<file path="config.mk">
export PLATFORM = sky130hd
export DESIGN_NAME = sram_rc_slave
export DESIGN_NICKNAME = d
export VERILOG_FILES = /design/src/rtl/sram_rc_slave.sv
export SDC_FILE = /design/constraint.sdc
export NUM_CORES = 1
export LEC_CHECK = 0
export BUFFER_PORTS_ARGS = -buffer_cell sky130_fd_sc_hd__buf_2
export CORE_UTILIZATION = 40
export CTS_BUF_LIST = sky130_fd_sc_hd__clkbuf_4 sky130_fd_sc_hd__clkbuf_8 sky130_fd_sc_hd__clkbuf_16
export CTS_CLUSTER_SIZE = 12
export DETAILED_ROUTE_END_ITERATION = 16
export GPL_TIMING_DRIVEN = 0
export PLACE_DENSITY = 0.74
export SLEW_MARGIN = 5
export SYNTH_ARGS = -nofsm -noshare
export SYNTH_HDL_FRONTEND = slang
export SYNTH_SLANG_ARGS = --single-unit
</file>
<file path="constraint.sdc">
create_clock -name clk -period 1.7 [get_ports clk]
set_input_delay 0.17 -clock clk [delete_from_list [all_inputs] [get_ports clk]]
set_output_delay 0.17 -clock clk [all_outputs]
set_load 0.005 [all_outputs]
</file>
<file path="src/rtl/sram_rc_slave.sv">
module sram_rc_slave #(
  parameter int ADDR_W  = 16,
  parameter int DATA_W  = 32,
  parameter int ACC_CYC = 3
) (
  input  logic              clk,
  input  logic              rst_n,
  input  logic [ADDR_W-1:0] cmd_addr,
  input  logic              cmd_rd,
  input  logic              cmd_wr,
  input  logic [DATA_W-1:0] cmd_wdata,
  output logic [1:0]        rdy_cnt,
  output logic [DATA_W-1:0] rd_data,
  output logic [ADDR_W-1:0] mem_addr,
  output logic [DATA_W-1:0] mem_dq_out,
  output logic              mem_dq_oe,
  output logic              mem_ncs_n,
  output logic              mem_noe_n,
  output logic              mem_nwe_n,
  input  logic [DATA_W-1:0] mem_rdata
);

  localparam int RW = $clog2(ACC_CYC + 1);

  logic [RW-1:0] rem;
  logic          op_rd;

  wire cmd_go  = cmd_rd | cmd_wr;
  wire accept  = cmd_go && (rem <= RW'(1));
  wire go_rd   = cmd_rd;
  wire go_wr   = cmd_wr & ~cmd_rd;
  wire stay    = rem > RW'(1);
  wire wr_keep = rem > RW'(2);
  wire last_rd = (rem == RW'(1)) && op_rd;

  assign rdy_cnt = (rem > RW'(3)) ? 2'd3 : rem[1:0];

  always_ff @(posedge clk or negedge rst_n) begin
    if (!rst_n) begin
      rem        <= '0;
      op_rd      <= 1'b0;
      mem_addr   <= '0;
      mem_dq_out <= '0;
      mem_dq_oe  <= 1'b0;
      mem_ncs_n  <= 1'b1;
      mem_noe_n  <= 1'b1;
      mem_nwe_n  <= 1'b1;
      rd_data    <= '0;
    end else begin
      if (accept) begin
        rem        <= RW'(ACC_CYC);
        op_rd      <= go_rd;
        mem_addr   <= cmd_addr;
        mem_dq_out <= cmd_wdata;
      end else if (rem != '0) begin
        rem <= rem - RW'(1);
      end
      mem_ncs_n <= !(accept || stay);
      mem_noe_n <= !(accept ? go_rd : (stay && op_rd));
      mem_nwe_n <= !(accept ? go_wr : (wr_keep && !op_rd));
      mem_dq_oe <= accept ? go_wr : (stay && !op_rd);
      if (last_rd) rd_data <= mem_rdata;
    end
  end

  AST_CNT_AFTER_CMD: assert property (@(posedge clk) disable iff (!rst_n)
    accept |=> rdy_cnt != 2'd0);
  AST_CNT_STEP: assert property (@(posedge clk) disable iff (!rst_n)
    (!accept && (rdy_cnt == 2'd1 || rdy_cnt == 2'd2)) |=> rdy_cnt == $past(rdy_cnt) - 2'd1);
  AST_PAD_ADDR: assert property (@(posedge clk) disable iff (!rst_n)
    accept |=> mem_addr == $past(cmd_addr));
  AST_IDLE_NO_CS: assert property (@(posedge clk) disable iff (!rst_n)
    rdy_cnt == 2'd0 |-> mem_ncs_n);
  AST_ONE_STROBE: assert property (@(posedge clk) disable iff (!rst_n)
    !(!mem_noe_n && !mem_nwe_n));
  AST_STROBE_NEEDS_CS: assert property (@(posedge clk) disable iff (!rst_n)
    (!mem_noe_n || !mem_nwe_n) |-> !mem_ncs_n);
  AST_RD_HOLD: assert property (@(posedge clk) disable iff (!rst_n)
    rdy_cnt != 2'd1 |=> $stable(rd_data));
  AST_BUSY_IGNORED: assert property (@(posedge clk) disable iff (!rst_n)
    (cmd_go && rem > RW'(1)) |=> (rem == $past(rem) - RW'(1)) && $stable(mem_addr));
  AST_BACK_TO_BACK: assert property (@(posedge clk) disable iff (!rst_n)
    (cmd_go && rdy_cnt == 2'd1) |=> !mem_ncs_n);

endmodule

</file>
==> results.json, run 1 <==
{
  "leakagePower_nw": 2.36,
  "setup_ws_ns": 0.0453,
  "critical_path_arrival_ns": 1.88,
  "synth.area.top_cells": "dfrtp_1 62%, mux2_2 20%, mux2_4 8.9%, dfstp_2 2.3%, buf_6 1.3%",
  "clkTransAtPathRegs_ns": 0.08,
  "cap_violations": 0,
  "grt_pass1_vias": 2420,
  "seqPwrFrac_pct": 41.0,
  "hold_viol_final": 0,
  "synthCells": 198,
  "wl_per_cell_um": 14.1,
  "diodes": 0,
  "cp_max_fo": 6,
  "nFillCells": 705,
  "dpl_cell_area_sq_um": 4420,
  "grt_usage_pct": 16.4,
  "min_period_ns": 1.65,
  "core_sq_um": 8220,
  "critical_path.max_stage_delay_ns": 0.43,
  "switching_share_pct": 30.1,
  "antenna_found_initial": 0,
  "drive_gt1_share_pct": 74.4,
  "ant_nets": 0,
  "start_util_pct": 41.2,
  "maxSlewHeadroom_pct": 62.9,
  "min_period_over_period_pct": 97.3,
  "max-clock-path-buffers": 2,
  "irDropWorstVdd_uv": 785,
  "drc": 0,
  "vias": 2326,
  "crit_chain": "ha_4 > nand2b_4 > o21a_4 > buf_12 > buf_12 > buf_12 > mux2_4",
  "place_congestion": 0.732,
  "port_buffers": 169,
  "path_class": "reg2reg",
  "setup_tns_ns": 0,
  "design_area_sq_um": 4730,
  "crit_path_end": "mem_dq_out[20]",
  "worstMarginPinSlew_ns": 0.557,
  "startpoint": "rem[0]",
  "min_path_type": "in2reg",
  "numCtsBuffers": 9,
  "ys_seq_area_share_pct": 64.4,
  "max_freq_mhz": 604,
  "setup_violations": 0,
  "rows": 33,
  "avgSynthCellArea_sq_um": 17.1,
  "die_w_um": 94.0,
  "p_int_mw": 6.25,
  "ys_ff_latch": 87,
  "grt_pass1_wl_um": 10800,
  "synth_top_area_share_pct": 62.0,
  "cts_root_buffer": "clkbuf_8",
  "yosysWarnings": 0,
  "hpwlAfterDp_um": 5240,
  "fin_skew_ns": 0.00796,
  "whs_ns": 0.0415,
  "dieArea_sq_um": 8840,
  "slowest_stage": "dfrtp_2",
  "io_pins": 170,
  "rrSetupSlack_ns": 0.05,
  "htreeDepth": 3,
  "clkLatencyLatePin_ns": 0.34,
  "regToRegStartpoint": "rem[0]",
  "die_h_um": 94.0,
  "rr_worst_depth": 7,
  "vias_per_cell": 4.66,
  "whs_path_depth": 2,
  "grt_overflow_total": 0,
  "path_common_cell": "buf_12",
  "grt_max_degree": 46,
  "cts_sinks": 87,
  "outcome": "finished clean",
  "dp_slack_ns": -0.130,
  "drv_slew": 0,
  "worst_setup_path_end_kind": "register",
  "drt_iter0_drc": 40,
  "yosysUniqueCellTypes": 19,
  "switchingPower_mw": 2.69,
  "place_inst": 473,
  "synth_area_sq_um": 3390,
  "drtPass1Iterations": 4,
  "final_nets": 476,
  "required_ns": 1.92,
  "power_density_nw_per_um2": 1890,
  "yosysTopAreaCell": "dfrtp_1",
  "instances_no_fill": 499,
  "syn-num-nets": 285,
  "power_frac_clock_pct": 14.1,
  "syn_to_final_growth_pct": 39.7,
  "startpoint_type": "register",
  "wirelength_um": 7020,
  "comb_power_share_pct": 45.0,
  "cts_tree": "done",
  "r2r-end": "mem_dq_out[20]"
}
## metrics by stage
| stage | util [%] | power (mW) |
|---|---|---|
| after floorplan | - | 5.87 |
| after global placement | 53.5 | 7.25 |
| after detailed placement | 53.8 | 7.44 |
| after CTS | 57.3 | 9.04 |
| after global routing | 57.6 | 9.55 |
| final | 57.6 | 8.93 |
## placed cells by master, fill, tap and decap left out, drive strengths merged
cell type and instances:
a22o 2, a31oi 1, buf 188, clkbuf 11, clkinv 1, clkinvlp 4
dfrtp 84, dfstp 3, dlygate4sd3 1, ha 3, inv 3, mux2 80
mux2i 1, nand2 3, nand2b 2, nand3b 1, nor3b 1, nor4 1
o21a 1, o21ai 2, xor2 1
## cell families (layout without fill, tap and decap cells)
logic type,Yosys count,in the layout,share of synthesized area [%]
flip-flops,87,87,64.4
multiplexers,81,81,29.1
buffers and inverters,12,208,2.40
AND/OR/NAND/NOR,8,8,1.33
AO/OA/AOI/OAI,6,6,1.44
adder cells (fa/ha/maj),3,3,1.11
XOR/XNOR,1,1,0.259
## power by group through the flow
stage	clock network, mW	registers, mW	logic, mW
after floorplan	0	3.81	2.06
after global placement	0	3.65	3.59
after detailed placement	0	3.73	3.72
after CTS	1.32	3.68	4.04
after global routing	1.40	3.79	4.36
final	1.26	3.66	4.02
## synthesized netlist by cell type
library cell   n
nor4_1         1
o21ai_0        2
a22o_1         2
mux2_4        20
buf_2          5
mux2_2        60
xor2_1         1
buf_6          4
inv_1          3
a31oi_1        1
dfrtp_1       84
dfstp_2        3
nor3b_1        1
mux2i_1        1
o21a_4         1
nand2_1        3
nand2b_1       2
nand3b_1       1
ha_1           3
## critical path: cells and delay by family, from the launching register on
kind,cells,cell delay (ns)
flops,1,0.43
buf+inv,3,0.38
mux,1,0.29
fa+ha+maj,1,0.16
simple gates,1,0.14
compound gates,1,0.13
## cell type report
| type | count | area [sq um] | share of cell area [%] |
|---|---|---|---|
| multi-input combinational | 99 | 1150 | 24.2 |
| clock inverter | 5 | 35.0 | 0.740 |
| inverter | 3 | 11.3 | 0.238 |
| timing repair buffer | 181 | 998 | 21.1 |
| clock buffer | 11 | 139 | 2.93 |
| buffer | 8 | 87.6 | 1.85 |
| sequential | 87 | 2180 | 46.1 |
| tap | 105 | 131 | 2.78 |
## worst min-delay path by stage
stage                                end    startpoint
after floorplan              mem_addr[0]         rst_n
after global placement         mem_ncs_n        cmd_wr
after detailed placement  mem_dq_out[14]         rst_n
after CTS                      mem_ncs_n        cmd_wr
after global routing        mem_addr[15]  cmd_addr[15]
final                          mem_ncs_n        cmd_wr
## sequential cells by signal, indices dropped and copies added (netlist names)
name        count
mem_addr       16
rd_data        32
mem_ncs_n       1
mem_nwe_n       1
op_rd           1
mem_dq_out     32
mem_dq_oe       1
rem             2
mem_noe_n       1
## repair_timing
item                                    4_1_cts  5_1_grt
gates resized for setup                       6        1
endpoints found under the setup margin       49        6
setup buffers                                 7        2
cloned                                        1        0
hold endpoints to repair                     42        0
hold buffers                                  1        0
## routing by layer
layer / wire [um] / global-route usage [%] / vias up / part of all wire [%]
met3: 549 / 4.85 / 8 / 7.8
met1: 2800 / 17.9 / 1139 / 40
met5: 0 / 0 / - / 0
met4: 87 / 8.46 / 0 / 1.2
met2: 3580 / 28.6 / 104 / 51
li1: - / - / 1075 / -
(Power assumes the default switching activity.)
==> run 2: changes to the inputs <==
--- a/config.mk
+++ b/config.mk
@@ -12,7 +12,8 @@
 export DETAILED_ROUTE_END_ITERATION = 16
 export GPL_TIMING_DRIVEN = 0
 export PLACE_DENSITY = 0.74
-export SLEW_MARGIN = 5
+export SETUP_SLACK_MARGIN = 0.1
+export SLEW_MARGIN = 20
 export SYNTH_ARGS = -nofsm -noshare
 export SYNTH_HDL_FRONTEND = slang
 export SYNTH_SLANG_ARGS = --single-unit
==> run 2 against run 1 <==
Combinational power increased by 2%. Routed wire length increased by 0.95%. Critical path depth increased by 1. Highest routed layer unchanged. Clock power about the same. Clock skew increased by 0.0048 ns. Hold slack got worse by 0.0061 ns. Largest power group unchanged.
==> results.json, run 2 (synthesis results as in run 1) <==
{
  "r2r-end": "mem_dq_out[23]",
  "hold_viol_final": 0,
  "seqPwrFrac_pct": 40.5,
  "maxSlewHeadroom_pct": 62.9,
  "switching_share_pct": 30.0,
  "power_density_nw_per_um2": 1890,
  "syn_to_final_growth_pct": 40.7,
  "grt_usage_pct": 16.4,
  "rrSetupSlack_ns": 0.03,
  "start_util_pct": 41.2,
  "post-route-util_pct": 58.0,
  "fin_skew_ns": 0.0127,
  "max_freq_mhz": 598,
  "die_w_um": 94.0,
  "die_h_um": 94.0,
  "grt_max_degree": 46,
  "setup_violations": 0,
  "drive_gt1_share_pct": 74.4,
  "cap_violations": 0,
  "drt_iter0_drc": 46,
  "finalPower_mw": 9.03,
  "ant_nets": 0,
  "nFillCells": 702,
  "final_common_cell": "buf_2",
  "io_pins": 170,
  "instances_no_fill": 500,
  "leakagePower_nw": 2.38,
  "place_inst": 473,
  "grt_pass1_wl_um": 10800,
  "layout_common_cells": "168 x buf_2, 82 x dfrtp_1, 58 x mux2_2, 22 x mux2_4, 12 x buf_4",
  "cts_sinks": 87,
  "regToRegStartpoint": "rem[1]",
  "wl_per_cell_um": 14.2,
  "numCtsBuffers": 9,
  "port_buffers": 169,
  "cts_tree": "done",
  "irDropWorstVdd_uv": 784,
  "design_area_sq_um": 4770,
  "outcome": "finished clean",
  "rsz0062_at_grt": "yes",
  "final_nets": 477,
  "wirelength_um": 7090,
  "required_ns": 1.93,
  "clkTransAtPathRegs_ns": 0.09,
  "setup_tns_ns": 0,
  "vias_per_cell": 4.69,
  "max-clock-path-buffers": 2,
  "switchingPower_mw": 2.71,
  "worstMarginPinSlew_ns": 0.556,
  "hpwlAfterDp_um": 5240,
  "grt_pass1_vias": 2415,
  "grt_overflow_total": 0,
  "htreeDepth": 3,
  "reg_top3": "mem_dq_out x32, rd_data x32, mem_addr x16",
  "rr_worst_depth": 8,
  "diodes": 0,
  "min_period_ns": 1.67,
  "drv_slew": 0,
  "startpoint_type": "register",
  "antenna_found_initial": 0,
  "drc": 0,
  "power_frac_clock_pct": 14.0,
  "dieArea_sq_um": 8840,
  "worst_setup_path_end_kind": "register",
  "dpl_cell_area_sq_um": 4420,
  "hold_end": "mem_ncs_n",
  "core_sq_um": 8220,
  "whs_path_depth": 2,
  "rows": 33,
  "place_congestion": 0.732,
  "vias": 2343,
  "p_int_mw": 6.32,
  "cp_max_fo": 7,
  "cts_root_buffer": "clkbuf_8",
  "path_class": "reg2reg",
  "drtPass1Iterations": 5,
  "min_period_over_period_pct": 98.4,
  "clkLatencyLatePin_ns": 0.35,
  "min_from": "cmd_wr",
  "min_path_type": "in2reg",
  "comb_power_share_pct": 45.4,
  "critical_path_arrival_ns": 1.90
}
[run 2: changes by cell type in the layout (fill, tap and decap cells not counted), sizes merged]
cell	change
clkbuf	+1
[run 2: area by class of cell]
type	instances	area, sq um	share of cell area, %
plain buffers	9	116	2.44
clock buffers	11	139	2.91
repair buffers	181	998	20.9
inverters	3	11.3	0.236
multi-input cells	99	1150	24.2
flip-flops and latches	87	2180	45.8
well taps	105	131	2.76
clock inverters	5	35.0	0.735
[run 2: critical path, stage by stage, from the launching register on]
cell and delay, ns:
dfrtp_2 0.42, inv_2 0.08, ha_4 0.12, nand2b_4 0.11, buf_6 0.09, o21a_4 0.14
buf_12 0.14, buf_4 0.13, mux2_2 0.32
[run 2: per-layer routing]
metal	share of wire (%)	wire length, um	vias to the layer above	global-route usage [%]
met2	51	3590	108	28.7
met5	0	0	-	0
met3	8.0	566	10	4.85
li1	-	-	1079	-
met1	40	2830	1146	17.9
met4	1.4	102	0	8.08
[run 2: power by group through the flow]
| stage | registers (mW) | clock network, mW | logic, mW |
|---|---|---|---|
| 2_1_floorplan | 3.81 | 0 | 2.06 |
| 4_1_cts | 3.68 | 1.32 | 4.07 |
| 3_5_place_dp | 3.73 | 0 | 3.72 |
| 6_report | 3.66 | 1.27 | 4.10 |
| 5_1_grt | 3.80 | 1.40 | 4.46 |
| 3_3_place_gp | 3.65 | 0 | 3.59 |
[run 2: how the worst max path moves through the flow]
stage	startpoint	endpoint	slack (ns)	cells after the start
global route	rem[1]	mem_dq_out[26]	-0.03	8
detailed placement	rem[1]	mem_dq_out[4]	-0.13	8
global placement	rst_n	rem[1]	-0.39	1
finish	rem[1]	mem_dq_out[23]	0.03	8
floorplan	rem[1]	mem_dq_out[10]	0.02	8
CTS	rem[1]	mem_dq_out[4]	0.007	8
[run 2: repair_timing]
action,CTS,global route
setup endpoints to repair,78,65
hold buffers,1,0
buffers inserted,7,1
hold endpoints to repair,42,0
cloned,1,1
gates resized for setup,14,3
pin swaps,0,0
[run 2: stage by stage]
stage / hold WS (ns) / setup slack, ns
CTS: 0.00776 / 0.00659
detailed placement: 0.201 / -0.130
finish: 0.0354 / 0.0269
floorplan: -0.126 / 0.0189
global placement: 0.393 / -0.389
global route: 0.0194 / -0.0320
==> run 3: changes to the inputs <==
--- a/config.mk
+++ b/config.mk
@@ -6,12 +6,12 @@
 export NUM_CORES = 1
 export LEC_CHECK = 0
 export BUFFER_PORTS_ARGS = -buffer_cell sky130_fd_sc_hd__buf_2
-export CORE_UTILIZATION = 40
+export CORE_UTILIZATION = 41
 export CTS_BUF_LIST = sky130_fd_sc_hd__clkbuf_4 sky130_fd_sc_hd__clkbuf_8 sky130_fd_sc_hd__clkbuf_16
 export CTS_CLUSTER_SIZE = 12
 export DETAILED_ROUTE_END_ITERATION = 16
 export GPL_TIMING_DRIVEN = 0
-export PLACE_DENSITY = 0.74
+export PLACE_DENSITY = 0.76
 export SETUP_SLACK_MARGIN = 0.1
 export SLEW_MARGIN = 20
 export SYNTH_ARGS = -nofsm -noshare
==> run 3 against run 2 <==
Setup slack improved by 0.071 ns. Sequential cell count stayed put. Critical endpoint is now mem_dq_out[17]. Hold slack better by 0.018 ns. Critical path depth decreased by 1. Final area grew 5.8%. Highest routed layer unchanged. Sequential share of layout area fell by 2.5 points. Final cell count up 0.20%. Via count is 0.26% lower. Routed wire length rose by 6.0%. Largest cell class unchanged. Sequential power about the same. Critical path type unchanged. Clock skew decreased by 0.0026 ns. First-iteration DRC count shrank 67%.
==> results.json, run 3 (synthesis results as in run 1) <==
{
  "syn_to_final_growth_pct": 48.9,
  "maxSlewHeadroom_pct": 63.8,
  "worstMarginPinSlew_ns": 0.542,
  "ant_nets": 0,
  "vias_per_cell": 4.66,
  "critical_path_arrival_ns": 1.83,
  "min_path_type": "in2reg",
  "finalPower_mw": 10.1,
  "design_area_sq_um": 5040,
  "cts_root_buffer": "clkbuf_8",
  "drt_iter0_drc": 15,
  "die_w_um": 92.9,
  "rsz0062_at_grt": "yes",
  "min_period_over_period_pct": 94.2,
  "wl_per_cell_um": 15.0,
  "port_buffers": 169,
  "vias": 2337,
  "regArea_sq_um": 2180,
  "min_from": "mem_rdata[29]",
  "grt_max_degree": 48,
  "drc": 0,
  "rr_worst_depth": 7,
  "cts_sinks": 87,
  "hpwlAfterDp_um": 5250,
  "final_nets": 481,
  "layout_common_cells": "168 x buf_2, 82 x dfrtp_1, 44 x mux2_4, 36 x mux2_2",
  "wirelength_um": 7510,
  "nFillCells": 633,
  "rows": 32,
  "path_class": "reg2reg",
  "min_period_ns": 1.60,
  "drv_slew": 0,
  "htreeDepth": 3,
  "core_sq_um": 7850,
  "grt_usage_pct": 17.1,
  "drive_gt1_share_pct": 74.7,
  "diodes": 0,
  "max-clock-path-buffers": 2,
  "grt_pass1_vias": 2466,
  "drtPass1Iterations": 4,
  "die_h_um": 92.9,
  "hold_end": "rd_data[29]",
  "fin_skew_ns": 0.0101,
  "required_ns": 1.93,
  "dieArea_sq_um": 8630,
  "io_pins": 170,
  "outcome": "finished clean",
  "rrSetupSlack_ns": 0.1,
  "startpoint_type": "register",
  "whs_path_depth": 2,
  "cp_max_fo": 5,
  "r2r-end": "mem_dq_out[17]",
  "setup_violations": 0,
  "cap_violations": 0,
  "reg_top3": "mem_dq_out x32, rd_data x32, mem_addr x16",
  "grt_pass1_wl_um": 11400,
  "max_freq_mhz": 624,
  "regToRegStartpoint": "rem[1]",
  "numCtsBuffers": 9,
  "irDropWorstVdd_uv": 989,
  "clkLatencyLatePin_ns": 0.34,
  "worst_setup_path_end_kind": "register",
  "cts_tree": "done",
  "dpl_cell_area_sq_um": 4420,
  "antenna_found_initial": 0,
  "multiInputGateArea_sq_um": 1240,
  "final_common_cell": "buf_2",
  "hold_viol_final": 0,
  "power_density_nw_per_um2": 1990,
  "clkTransAtPathRegs_ns": 0.09,
  "start_util_pct": 43.2,
  "leakagePower_nw": 2.57,
  "place_congestion": 0.687,
  "grt_overflow_total": 0
}
[run 3: metrics by stage]
stage / setup slack, ns / instances / TNS, ns / util (%) / hold slack, ns
2_1_floorplan: 0.0189 / 198 / 0 / - / -0.126
3_3_place_gp: -0.365 / 469 / -20.52 / 55.9 / 0.388
3_5_place_dp: -0.125 / 470 / -3.51 / 56.3 / 0.195
4_1_cts: 0.0240 / 497 / 0 / 62.1 / 0.0316
5_1_grt: 0.0486 / 501 / 0 / 64.3 / 0.0317
6_report: 0.0979 / 501 / 0 / 64.3 / 0.0533
[run 3: per-layer routing]
layer | wire length, um | share of wire [%] | vias up | track usage (%)
met3 | 433 | 5.8 | 11 | 4.02
met4 | 119 | 1.6 | 0 | 6.54
met5 | 0 | 0 | - | 0
li1 | - | - | 1075 | -
met2 | 3850 | 51 | 102 | 29.9
met1 | 3100 | 41 | 1149 | 20.3
[run 3: power breakdown]
group	leakage, nW	total, mW	switching, mW	internal (mW)
Clock	0.127	1.73	0.694	1.04
Combinational	1.43	4.66	1.62	3.03
Sequential	1.01	3.68	0.519	3.16
Total	2.57	10.1	2.84	7.23
[run 3: how the worst max path moves through the flow]
stage | depth (start not counted) | start | to
finish | 7 | rem[1] | mem_dq_out[17]
global route | 7 | rem[1] | mem_addr[2]
CTS | 8 | rem[1] | mem_addr[5]
detailed placement | 8 | rem[1] | mem_dq_out[13]
global placement | 1 | rst_n | rem[1]
floorplan | 8 | rem[1] | mem_dq_out[10]
[run 3: timing repair]
| action | CTS | global route |
|---|---|---|
| gates resized for setup | 22 | 20 |
| hold buffers | 1 | 0 |
| setup endpoints to repair | 78 | 47 |
| pin swaps | 1 | 1 |
| cloned | 1 | 4 |
| setup buffers | 9 | 1 |
| endpoints found under the hold margin | 37 | 0 |
[run 3: final cells by class]
cell class	count	area share, %
sequential	87	43.3
multi-input combinational	99	24.5
buffer	8	2.23
clock buffer	11	2.88
tap	102	2.53
timing repair buffer	186	22.3
inverter	3	0.223
clock inverter	5	2.06
[run 3: critical path, cell delays in order (launching register included)]
cell	delay (ns)
dfrtp_2	0.42
inv_2	0.08
ha_4	0.12
nand2b_4	0.12
o21a_4	0.17
buf_12	0.15
clkbuf_16	0.15
mux2_4	0.29
